===== src/rtl/adc_alarm_pkg.sv =====
// Package: shared constants and the select-to-line mapping for the alarm
// interrupt register. Assumes a 16-line legacy interrupt vector.
package adc_alarm_pkg;
    localparam int REG_W    = 8;
    localparam int SEL_W    = 3;
    localparam int LINE_W   = 4;
    localparam int SEL_LSB  = 4;
    localparam int RST_BIT  = 3;
    localparam int LVL_BIT  = 2;
    localparam int STAT_BIT = 1;
    localparam int MASK_BIT = 0;

    // Maps the 3-bit select code onto its non-monotonic line number.
    function automatic logic [LINE_W-1:0] line_of_sel(input logic [SEL_W-1:0] sel);
        logic [LINE_W-1:0] n;
        case (sel)
            3'd0: n = 4'd3;
            3'd1: n = 4'd4;
            3'd2: n = 4'd5;
            3'd3: n = 4'd10;
            3'd4: n = 4'd6;
            3'd5: n = 4'd7;
            3'd6: n = 4'd9;
            default: n = 4'd11;
        endcase
        return n;
    endfunction
endpackage


===== src/rtl/alarm_sync.sv =====
// alarm_sync: multi-stage synchronizer for an asynchronous level.
// Assumes the input is a slow level; no pulse shorter than a clock is kept.
module alarm_sync #(
    parameter int STAGES = 2
) (
    input  logic clk,
    input  logic rst_n,
    input  logic async_i,
    output logic sync_o
);
    logic [STAGES-1:0] chain;

    // Shift the asynchronous level through the flop chain.
    always_ff @(posedge clk) begin
        if (!rst_n) chain <= '0;
        else        chain <= {chain[STAGES-2:0], async_i};
    end

    assign sync_o = chain[STAGES-1];
endmodule


===== src/rtl/rst_stretch.sv =====
// rst_stretch: holds its output high while the request is high and for
// MIN_CYCLES cycles after it drops, and also through and after reset.
// Assumes MIN_CYCLES >= 1.
module rst_stretch #(
    parameter int MIN_CYCLES = 14
) (
    input  logic clk,
    input  logic rst_n,
    input  logic req_i,
    output logic pulse_o
);
    localparam int CW = $clog2(MIN_CYCLES + 1);
    localparam logic [CW-1:0] LOAD = CW'(MIN_CYCLES);

    logic [CW-1:0] remain;

    // Reload while reset or the request is active, then count down.
    always_ff @(posedge clk) begin
        if (!rst_n)              remain <= LOAD;
        else if (req_i)          remain <= LOAD;
        else if (remain != '0)   remain <= remain - 1'b1;
    end

    assign pulse_o = req_i || (remain != '0);


    hold_after_drop_chk: assert property (@(posedge clk) disable iff (!rst_n)
        $fell(req_i) |-> pulse_o);
endmodule


===== src/rtl/irq_route.sv =====
// irq_route: drives one line of a legacy interrupt vector, chosen by a
// select code through the package mapping. Assumes LINES >= 12.
module irq_route
    import adc_alarm_pkg::*;
#(
    parameter int LINES = 16
) (
    input  logic             req_i,
    input  logic [SEL_W-1:0] sel_i,
    output logic [LINES-1:0] lines_o
);
    logic [LINE_W-1:0] target;

    // Translate the select code into a line number.
    always_comb target = line_of_sel(sel_i);

    for (genvar i = 0; i < LINES; i++) begin : g_line
        assign lines_o[i] = req_i && (target == LINE_W'(i));
    end
endmodule


===== src/rtl/adc_alarm_ctl.sv =====
// adc_alarm_ctl: control/status register for a converter alarm and reset.
// Fields: [6:4] line select, [3] converter reset, [2] alarm level (RO),
// [1] alarm status (write one to clear), [0] interrupt enable; [7] reads 0.
// Assumes the address decode is done outside and wr_en is one cycle per write.
module adc_alarm_ctl
    import adc_alarm_pkg::*;
#(
    parameter int RST_MIN_CYCLES = 14,
    parameter int SYNC_STAGES    = 2,
    parameter int IRQ_LINES      = 16
) (
    input  logic                 clk,
    input  logic                 rst_n,
    input  logic                 wr_en,
    input  logic [REG_W-1:0]     wr_data,
    output logic [REG_W-1:0]     rd_data,
    input  logic                 alarm_in,
    output logic                 adc_rst_o,
    output logic [IRQ_LINES-1:0] irq_o
);
    logic [SEL_W-1:0] sel_q;
    logic             rst_q;
    logic             mask_q;
    logic             stat_q;
    logic             lvl;
    logic             lvl_prev;
    logic             rise;
    logic             clr;

    alarm_sync #(.STAGES(SYNC_STAGES)) u_sync (
        .clk    (clk),
        .rst_n  (rst_n),
        .async_i(alarm_in),
        .sync_o (lvl)
    );

    // Keep the previous synchronized level for edge detection.
    always_ff @(posedge clk) begin
        if (!rst_n) lvl_prev <= 1'b0;
        else        lvl_prev <= lvl;
    end

    assign rise = lvl && !lvl_prev;
    assign clr  = wr_en && wr_data[STAT_BIT];

    // Store the writable control fields.
    always_ff @(posedge clk) begin
        if (!rst_n) begin
            sel_q  <= '0;
            rst_q  <= 1'b0;
            mask_q <= 1'b0;
        end else if (wr_en) begin
            sel_q  <= wr_data[SEL_LSB +: SEL_W];
            rst_q  <= wr_data[RST_BIT];
            mask_q <= wr_data[MASK_BIT];
        end
    end

    // Sticky alarm status: a rising edge sets it and wins over a clear.
    always_ff @(posedge clk) begin
        if (!rst_n)    stat_q <= 1'b0;
        else if (rise) stat_q <= 1'b1;
        else if (clr)  stat_q <= 1'b0;
    end

    // Assemble the read value from the fields.
    always_comb begin
        rd_data                       = '0;
        rd_data[SEL_LSB +: SEL_W]     = sel_q;
        rd_data[RST_BIT]              = rst_q;
        rd_data[LVL_BIT]              = lvl;
        rd_data[STAT_BIT]             = stat_q;
        rd_data[MASK_BIT]             = mask_q;
    end

    rst_stretch #(.MIN_CYCLES(RST_MIN_CYCLES)) u_stretch (
        .clk    (clk),
        .rst_n  (rst_n),
        .req_i  (rst_q),
        .pulse_o(adc_rst_o)
    );

    irq_route #(.LINES(IRQ_LINES)) u_route (
        .req_i  (stat_q && mask_q),
        .sel_i  (sel_q),
        .lines_o(irq_o)
    );


    irq_onehot_chk: assert property (@(posedge clk) disable iff (!rst_n)
        $onehot0(irq_o));

    stat_set_chk: assert property (@(posedge clk) disable iff (!rst_n)
        rise |=> stat_q);

    stat_hold_chk: assert property (@(posedge clk) disable iff (!rst_n)
        (stat_q && !clr) |=> stat_q);

    rst_follow_chk: assert property (@(posedge clk) disable iff (!rst_n)
        rst_q |-> adc_rst_o);
endmodule


===== config.mk =====
export PLATFORM = sky130hd
export DESIGN_NAME = adc_alarm_ctl
export DESIGN_NICKNAME = d
export VERILOG_FILES = /design/src/rtl/adc_alarm_pkg.sv /design/src/rtl/alarm_sync.sv /design/src/rtl/rst_stretch.sv /design/src/rtl/irq_route.sv /design/src/rtl/adc_alarm_ctl.sv
export SDC_FILE = /design/constraint.sdc
export NUM_CORES = 1
export LEC_CHECK = 0
export CELL_PAD_IN_SITES_DETAIL_PLACEMENT = 1
export CELL_PAD_IN_SITES_GLOBAL_PLACEMENT = 2
export CORE_ASPECT_RATIO = 2
export CORE_MARGIN = 2
export CORE_UTILIZATION = 22
export CTS_CLUSTER_SIZE = 25
export DETAILED_ROUTE_END_ITERATION = 8
export HOLD_SLACK_MARGIN = 0.06
export MAX_ROUTING_LAYER = met4
export PLACE_DENSITY_LB_ADDON = 0.1
export RECOVER_POWER = 100
export SLEW_MARGIN = 25
export SYNTH_ARGS = -nofsm -noshare
export SYNTH_HDL_FRONTEND = slang
export SYNTH_SLANG_ARGS = --single-unit

===== constraint.sdc =====
create_clock -name clk -period 2.1 [get_ports clk]
set_clock_uncertainty 0.05 [all_clocks]
set_input_delay 0.21 -clock clk [delete_from_list [all_inputs] [get_ports clk]]
set_output_delay 0.21 -clock clk [all_outputs]
set_load 0.05 [all_outputs]

==> results of run 1 <==
==> synth_stat cells <==
cell type | n | area [µm²]
buf_4 | 13 | 97.6
dfxtp_1 | 13 | 260
nor2b_1 | 8 | 50.1
mux2i_1 | 7 | 70.1
nor2_1 | 6 | 22.5
nand2b_1 | 5 | 31.3
and2_1 | 3 | 18.8
ha_1 | 2 | 25.0
inv_1 | 2 | 7.51
nand3b_1 | 2 | 15.0
nor3_1 | 2 | 10.0
o211ai_1 | 2 | 15.0
a21boi_0 | 1 | 7.51
and3b_1 | 1 | 8.76
buf_2 | 1 | 5.00
clkbuf_1 | 1 | 3.75
conb_1 | 1 | 3.75
nand2_1 | 1 | 3.75
nand3_1 | 1 | 5.00
nor3b_1 | 1 | 7.51
nor3b_2 | 1 | 12.5
o21a_1 | 1 | 7.51
o31ai_1 | 1 | 7.51
or2_2 | 1 | 6.26
or3_1 | 1 | 6.26
or3b_1 | 1 | 8.76
==> final cells by class <==
type                    instances  area [µm²]
flip-flops and latches         13         260
multi-input cells              57         373
repair buffers                 25         204
well taps                      31        38.8
inverters                       2        7.51
fillers                       380        2230
clock buffers                   4        45.0
==> flip-flops by register name, indices dropped and copies added (netlist names) <==
register and flops:
stat_q 1, rst_q 1, sel_q 3, u_sync.chain 2, lvl_prev 1, u_stretch.remain 4
mask_q 1
==> power breakdown <==
part           leakage (nW)  internal, W  switching (W)  total [W]
logic                 0.249    0.0000481      0.0000881   0.000136
clock network        0.0228     0.000133      0.0000815   0.000215
registers             0.107     0.000263      0.0000172   0.000280
total                 0.379     0.000445       0.000187   0.000632
==> stage by stage <==
stage	total power [W]	hold WS [ns]
6_report	0.000632	0.386
5_1_grt	0.000669	0.416
4_1_cts	0.000647	0.388
3_5_place_dp	0.000428	0.375
3_3_place_gp	0.000425	0.364
2_1_floorplan	0.000403	0.287
==> final timing paths <==
| check | slack, ns | cells past startpoint | to | from |
|---|---|---|---|---|
| max | 0.11 | 3 | irq_o[4] | sel_q[1] |
| min | 0.39 | 1 | u_sync.chain[1] | u_sync.chain[0] |
| max reg2reg | 0.71 | 4 | u_stretch.remain[0] | u_stretch.remain[0] |
| min reg2reg | 0.39 | 1 | u_sync.chain[1] | u_sync.chain[0] |
==> cell families after synthesis <==
group / count (synthesis) / synth area share (%)
other: 1 / 0.523
adder cells (fa/ha/maj): 2 / 3.49
AND/OR/NAND/NOR: 34 / 28.8
flip-flops: 13 / 36.3
AO/OA/AOI/OAI: 5 / 5.24
buffers and inverters: 17 / 15.9
multiplexers: 7 / 9.77
==> metal layers <==
layer	vias up	wire length [µm]	GRT usage [%]
met5	-	0	-
met4	0	47	6.61
met3	5	82	1.94
met2	20	867	15.4
met1	255	511	8.30
li1	280	-	-
==> results by group, run 1 <==
Cells and area
  • Commonest cells after routing, fill and taps aside: 13 x dfxtp_1, 9 x conb_1, 9 x dlygate4sd3_1
  • Most common cell after layout, fill and taps aside: dfxtp_1
  • Design Area, Final: 928 µm²
  • Final core utilization: 29.4%
  • Share of layout cells above drive strength 1: 5.94%
  • Number of non-filler instances in the completed layout: 132
  • Final net count: 116
  • Ant. Diodes: 0
  • Layout area overhead: 29.5%

Timing
  • Relative slew margins: 59.3%
  • Finish-stage setup viols: 0
  • Max-slew violations: 0
  • Worst-margin pin slew: 0.614 ns
  • Min Tclk post-route: 1.99 ns
  • RSZ-0062 raised after global routing: no
  • Fmax: 0.501 GHz
  • Setup TNS: 0 ns
  • Hold Vio Cnt, Final: 0
  • Fin crit share: 95.0%
  • Slack of the critical path: 0.106 ns

Global route
  • Congestion Overflow GR: 0
  • Global-route usage over all layers: 9.04%
  • Largest net degree at the start of global routing: 15
  • First-pass GRT wire length: 2.44 mm
  • Number of global-route vias before repair: 555
  • Number of antenna violations at the first check in global routing: 0

Floorplan
  • Starting Density: 22.7%
  • Standard-cell rows: 29
  • Die Y: 84.7 µm
  • Core area: 3160 µm²
  • I/O pins: 37
  • Die Span X: 44.4 µm
  • Die ar.: 3760 µm²

Logic synthesis
  • Unique masters post-synth: 26
  • #FFs+latches synth: 13
  • Ys Warns: 0
  • Synthesized cell area: 717 µm²
  • Register area share after synthesis: 36.3%
  • Mapped Cells: 79
  • Avg Inst Size Synth: 9.08 µm²

Placement
  • Placer congestion estimate: 0.657
  • # port buffers: 25
  • Placed Area: 917 µm²
  • Setup slack at placement: 0.341 ns
  • Hpwl dp: 1.26 mm
  • Cell Count Post-Placement: 128

Clock network
  • PostCTS Resize Cnt: 0
  • CTS tree: built
  • Clock transition at the registers of the reported paths: 0.05 ns
  • Worst skew pair latency: 0.24 ns
  • Total CTS buffers: 3
  • H-tree lvl count: 1
  • Root buffer cell: clkbuf_8
  • Clock tree buffer depth: 2
  • Hold_buf cts: 0
  • Clock sink total: 13
  • Post-CTS Setup Inserts: 0

Power and ir drop
  • Power Dens Cells: 680 nW/µm²
  • Leakage: 0.379 nW
  • Peak supply drop: 0.253 mV

Route
  • Avg WL per Cell: 11.4 µm
  • Post-route ant nets: 0
  • Vias: 560
  • TritonRoute pass-1 iters: 3
  • Routed wire length: 1.51 mm
  • Residual DRC: 0
  • DR iter-0 viols: 3
  • Vias per Instance: 4.24

Setup path
  • Crit path max fanout: 4
  • Req. time, crit path: 1.84 ns
  • CP delay by family, top: buffers and inverters
  • Critical path type: flip-flop to primary output
  • Worst setup SP type: flip-flop
  • Worst Setup End Kind: primary output
  • WP buf/inv: 1
  • Worst path slowest cell: clkdlybuf4s50_1
  • CP arrival: 1.73 ns
  • CP peak stage delay: 0.80 ns
  • Worst path cell trace: nand3b_1, nor2_1, clkdlybuf4s50_1

Hold path
  • Hold Crit Class: flip-flop to flip-flop

Status
  • Status: finished clean

Run
  • Max-cap violations: 0
No activity file was read; power rests on OpenSTA's default activity.
==> inputs of run 2 (changes only) <==
Settings changed: CORE_ASPECT_RATIO 2 to 0.9, TNS_END_PERCENT set to 30.
==> run 2 against run 1 <==
Non-clock buffer count did not move. Critical path type unchanged. Sequential power barely moved. Via count rose by 0.54%. Setup slack improved by 0.10 ns. Design area fell by 0.94%. Maximum frequency rose by 5.3%. Critical path depth fell by 2. Global-route usage rose by 0.081 points. Largest cell class unchanged. Clock power fell by 28%. Largest power group unchanged. Critical endpoint is now rd_data[6]. Die area fell by 0.72%. Cell count rose by 8.3%. Worst hold slack improved by 0.0036 ns.
==> results by group, run 2 (synthesis results as in run 1) <==
Route
  • Vias: 563
  • Residual DRC: 0
  • Vias per Instance: 3.94
  • DR iter-0 viols: 13
  • Avg WL per Cell: 10.8 µm
  • Post-route ant nets: 0
  • Routed wire length: 1.55 mm
  • TritonRoute pass-1 iters: 2

Global route
  • Global-route usage over all layers: 9.12%
  • Number of global-route vias before repair: 527
  • Number of antenna violations at the first check in global routing: 0
  • First-pass GRT wire length: 2.49 mm
  • Largest net degree at the start of global routing: 15
  • Congestion Overflow GR: 0

Hold path
  • Cells on Worst Hold Path: 1
  • Hold Crit Endpoint: u_sync.chain[1]
  • Hold_sp: u_sync.chain[0]
  • Hold Crit Class: flip-flop to flip-flop

Placement
  • Setup slack at placement: 0.358 ns
  • Hpwl dp: 1.18 mm
  • # port buffers: 25
  • Placer congestion estimate: 0.616

Timing
  • Setup TNS: 0 ns
  • Worst-margin pin slew: 0.613 ns
  • Min Tclk post-route: 1.89 ns
  • Finish-stage setup viols: 0
  • Max-slew violations: 0
  • RSZ-0062 raised after global routing: no
  • Relative slew margins: 59.3%
  • Slack of the critical path: 0.206 ns
  • Fmax: 0.528 GHz
  • Fin crit share: 90.2%
  • Hold Vio Cnt, Final: 0

Clock network
  • Worst skew pair latency: 0.27 ns
  • CTS tree: built
  • Clock tree buffer depth: 2
  • Clock transition at the registers of the reported paths: 0.08 ns
  • H-tree lvl count: 1
  • Total CTS buffers: 3
  • Post-CTS Setup Inserts: 0
  • PostCTS Resize Cnt: 0
  • Hold_buf cts: 0
  • Clock sink total: 13
  • Root buffer cell: clkbuf_4

Floorplan
  • Standard-cell rows: 19
  • Die Y: 58.2 µm
  • Core area: 3090 µm²
  • I/O pins: 37
  • Die ar.: 3730 µm²
  • Starting Density: 23.2%
  • Die Span X: 64.2 µm

Setup path
  • Reg2reg end: u_stretch.remain[3]
  • CP arrival: 1.63 ns
  • WP buf/inv: 1
  • Crit path max fanout: 7
  • CP delay by family, top: buffers and inverters
  • Worst Setup End Kind: primary output
  • CP peak stage delay: 0.92 ns
  • Worst path slowest cell: dlygate4sd3_1
  • Reg-to-reg startpoint: u_stretch.remain[0]
  • Worst setup SP type: flip-flop
  • Critical path type: flip-flop to primary output
  • Req. time, crit path: 1.84 ns
  • Reg2reg path depth: 4
  • Worst path cell trace: dlygate4sd3_1
  • Reg-to-reg slack, setup: 0.82 ns

Power and ir drop
  • Leakage: 0.370 nW
  • Peak supply drop: 0.266 mV
  • Power Dens Cells: 622 nW/µm²

Status
  • Status: finished clean

Cells and area
  • Flip-flop count of the largest register, all copies and words added: 4
  • Ant. Diodes: 0
  • Largest Register: u_stretch.remain
  • Largest registers: u_stretch.remain x4, sel_q x3, u_sync.chain x2
  • Final net count: 116
  • Layout area overhead: 28.3%
  • Most common cell after layout, fill and taps aside: dfxtp_1
  • Share of layout cells above drive strength 1: 6.93%
  • Commonest cells after routing, fill and taps aside: 13 x dfxtp_1, 9 x conb_1, 9 x clkbuf_1, 9 x dlygate4sd3_1, 8 x nor2b_1

Run
  • Max-cap violations: 0
==> run 2: worst max path at each step <==
| stage | startpoint | end | cells past startpoint |
|---|---|---|---|
| after global routing | sel_q[2] | rd_data[6] | 1 |
| after CTS | sel_q[1] | irq_o[9] | 3 |
| after global placement | sel_q[1] | irq_o[9] | 3 |
| after floorplan | sel_q[1] | irq_o[3] | 2 |
| final | sel_q[2] | rd_data[6] | 1 |
| after detailed placement | sel_q[1] | irq_o[9] | 3 |
==> run 2: metrics by stage <==
step	util [%]	std cells	cell area [µm²]	total power [W]	hold slack, ns
4_1_cts	31.1	143	960	0.000592	0.394
2_1_floorplan	-	87	752	0.000403	0.287
3_5_place_dp	30.2	139	933	0.000428	0.374
6_report	29.8	143	920	0.000572	0.389
3_3_place_gp	30.2	139	933	0.000427	0.375
5_1_grt	29.8	143	920	0.000614	0.411
==> run 2: per-layer routing <==
metal / share of wire, % / vias up / global-route usage [%]
li1: - / 285 / -
met1: 47 / 247 / 10.9
met2: 43 / 29 / 13.8
met3: 8.3 / 2 / 2.33
met4: 1.5 / 0 / 5.47
met5: 0 / - / -
==> run 2: area by class of cell <==
| cell class | count | area, µm² |
|---|---|---|
| sequential | 13 | 260 |
| timing repair buffer | 25 | 195 |
| clock buffer | 4 | 26.3 |
| tap | 42 | 52.6 |
| multi-input combinational | 57 | 378 |
| inverter | 2 | 7.51 |
| fill | 386 | 2170 |
==> run 2: power by group <==
part / switching, W / total (W) / internal [W]
Clock: 0.0000820 / 0.000155 / 0.0000735
Combinational: 0.0000883 / 0.000137 / 0.0000487
Sequential: 0.0000172 / 0.000279 / 0.000262
Total: 0.000188 / 0.000572 / 0.000384
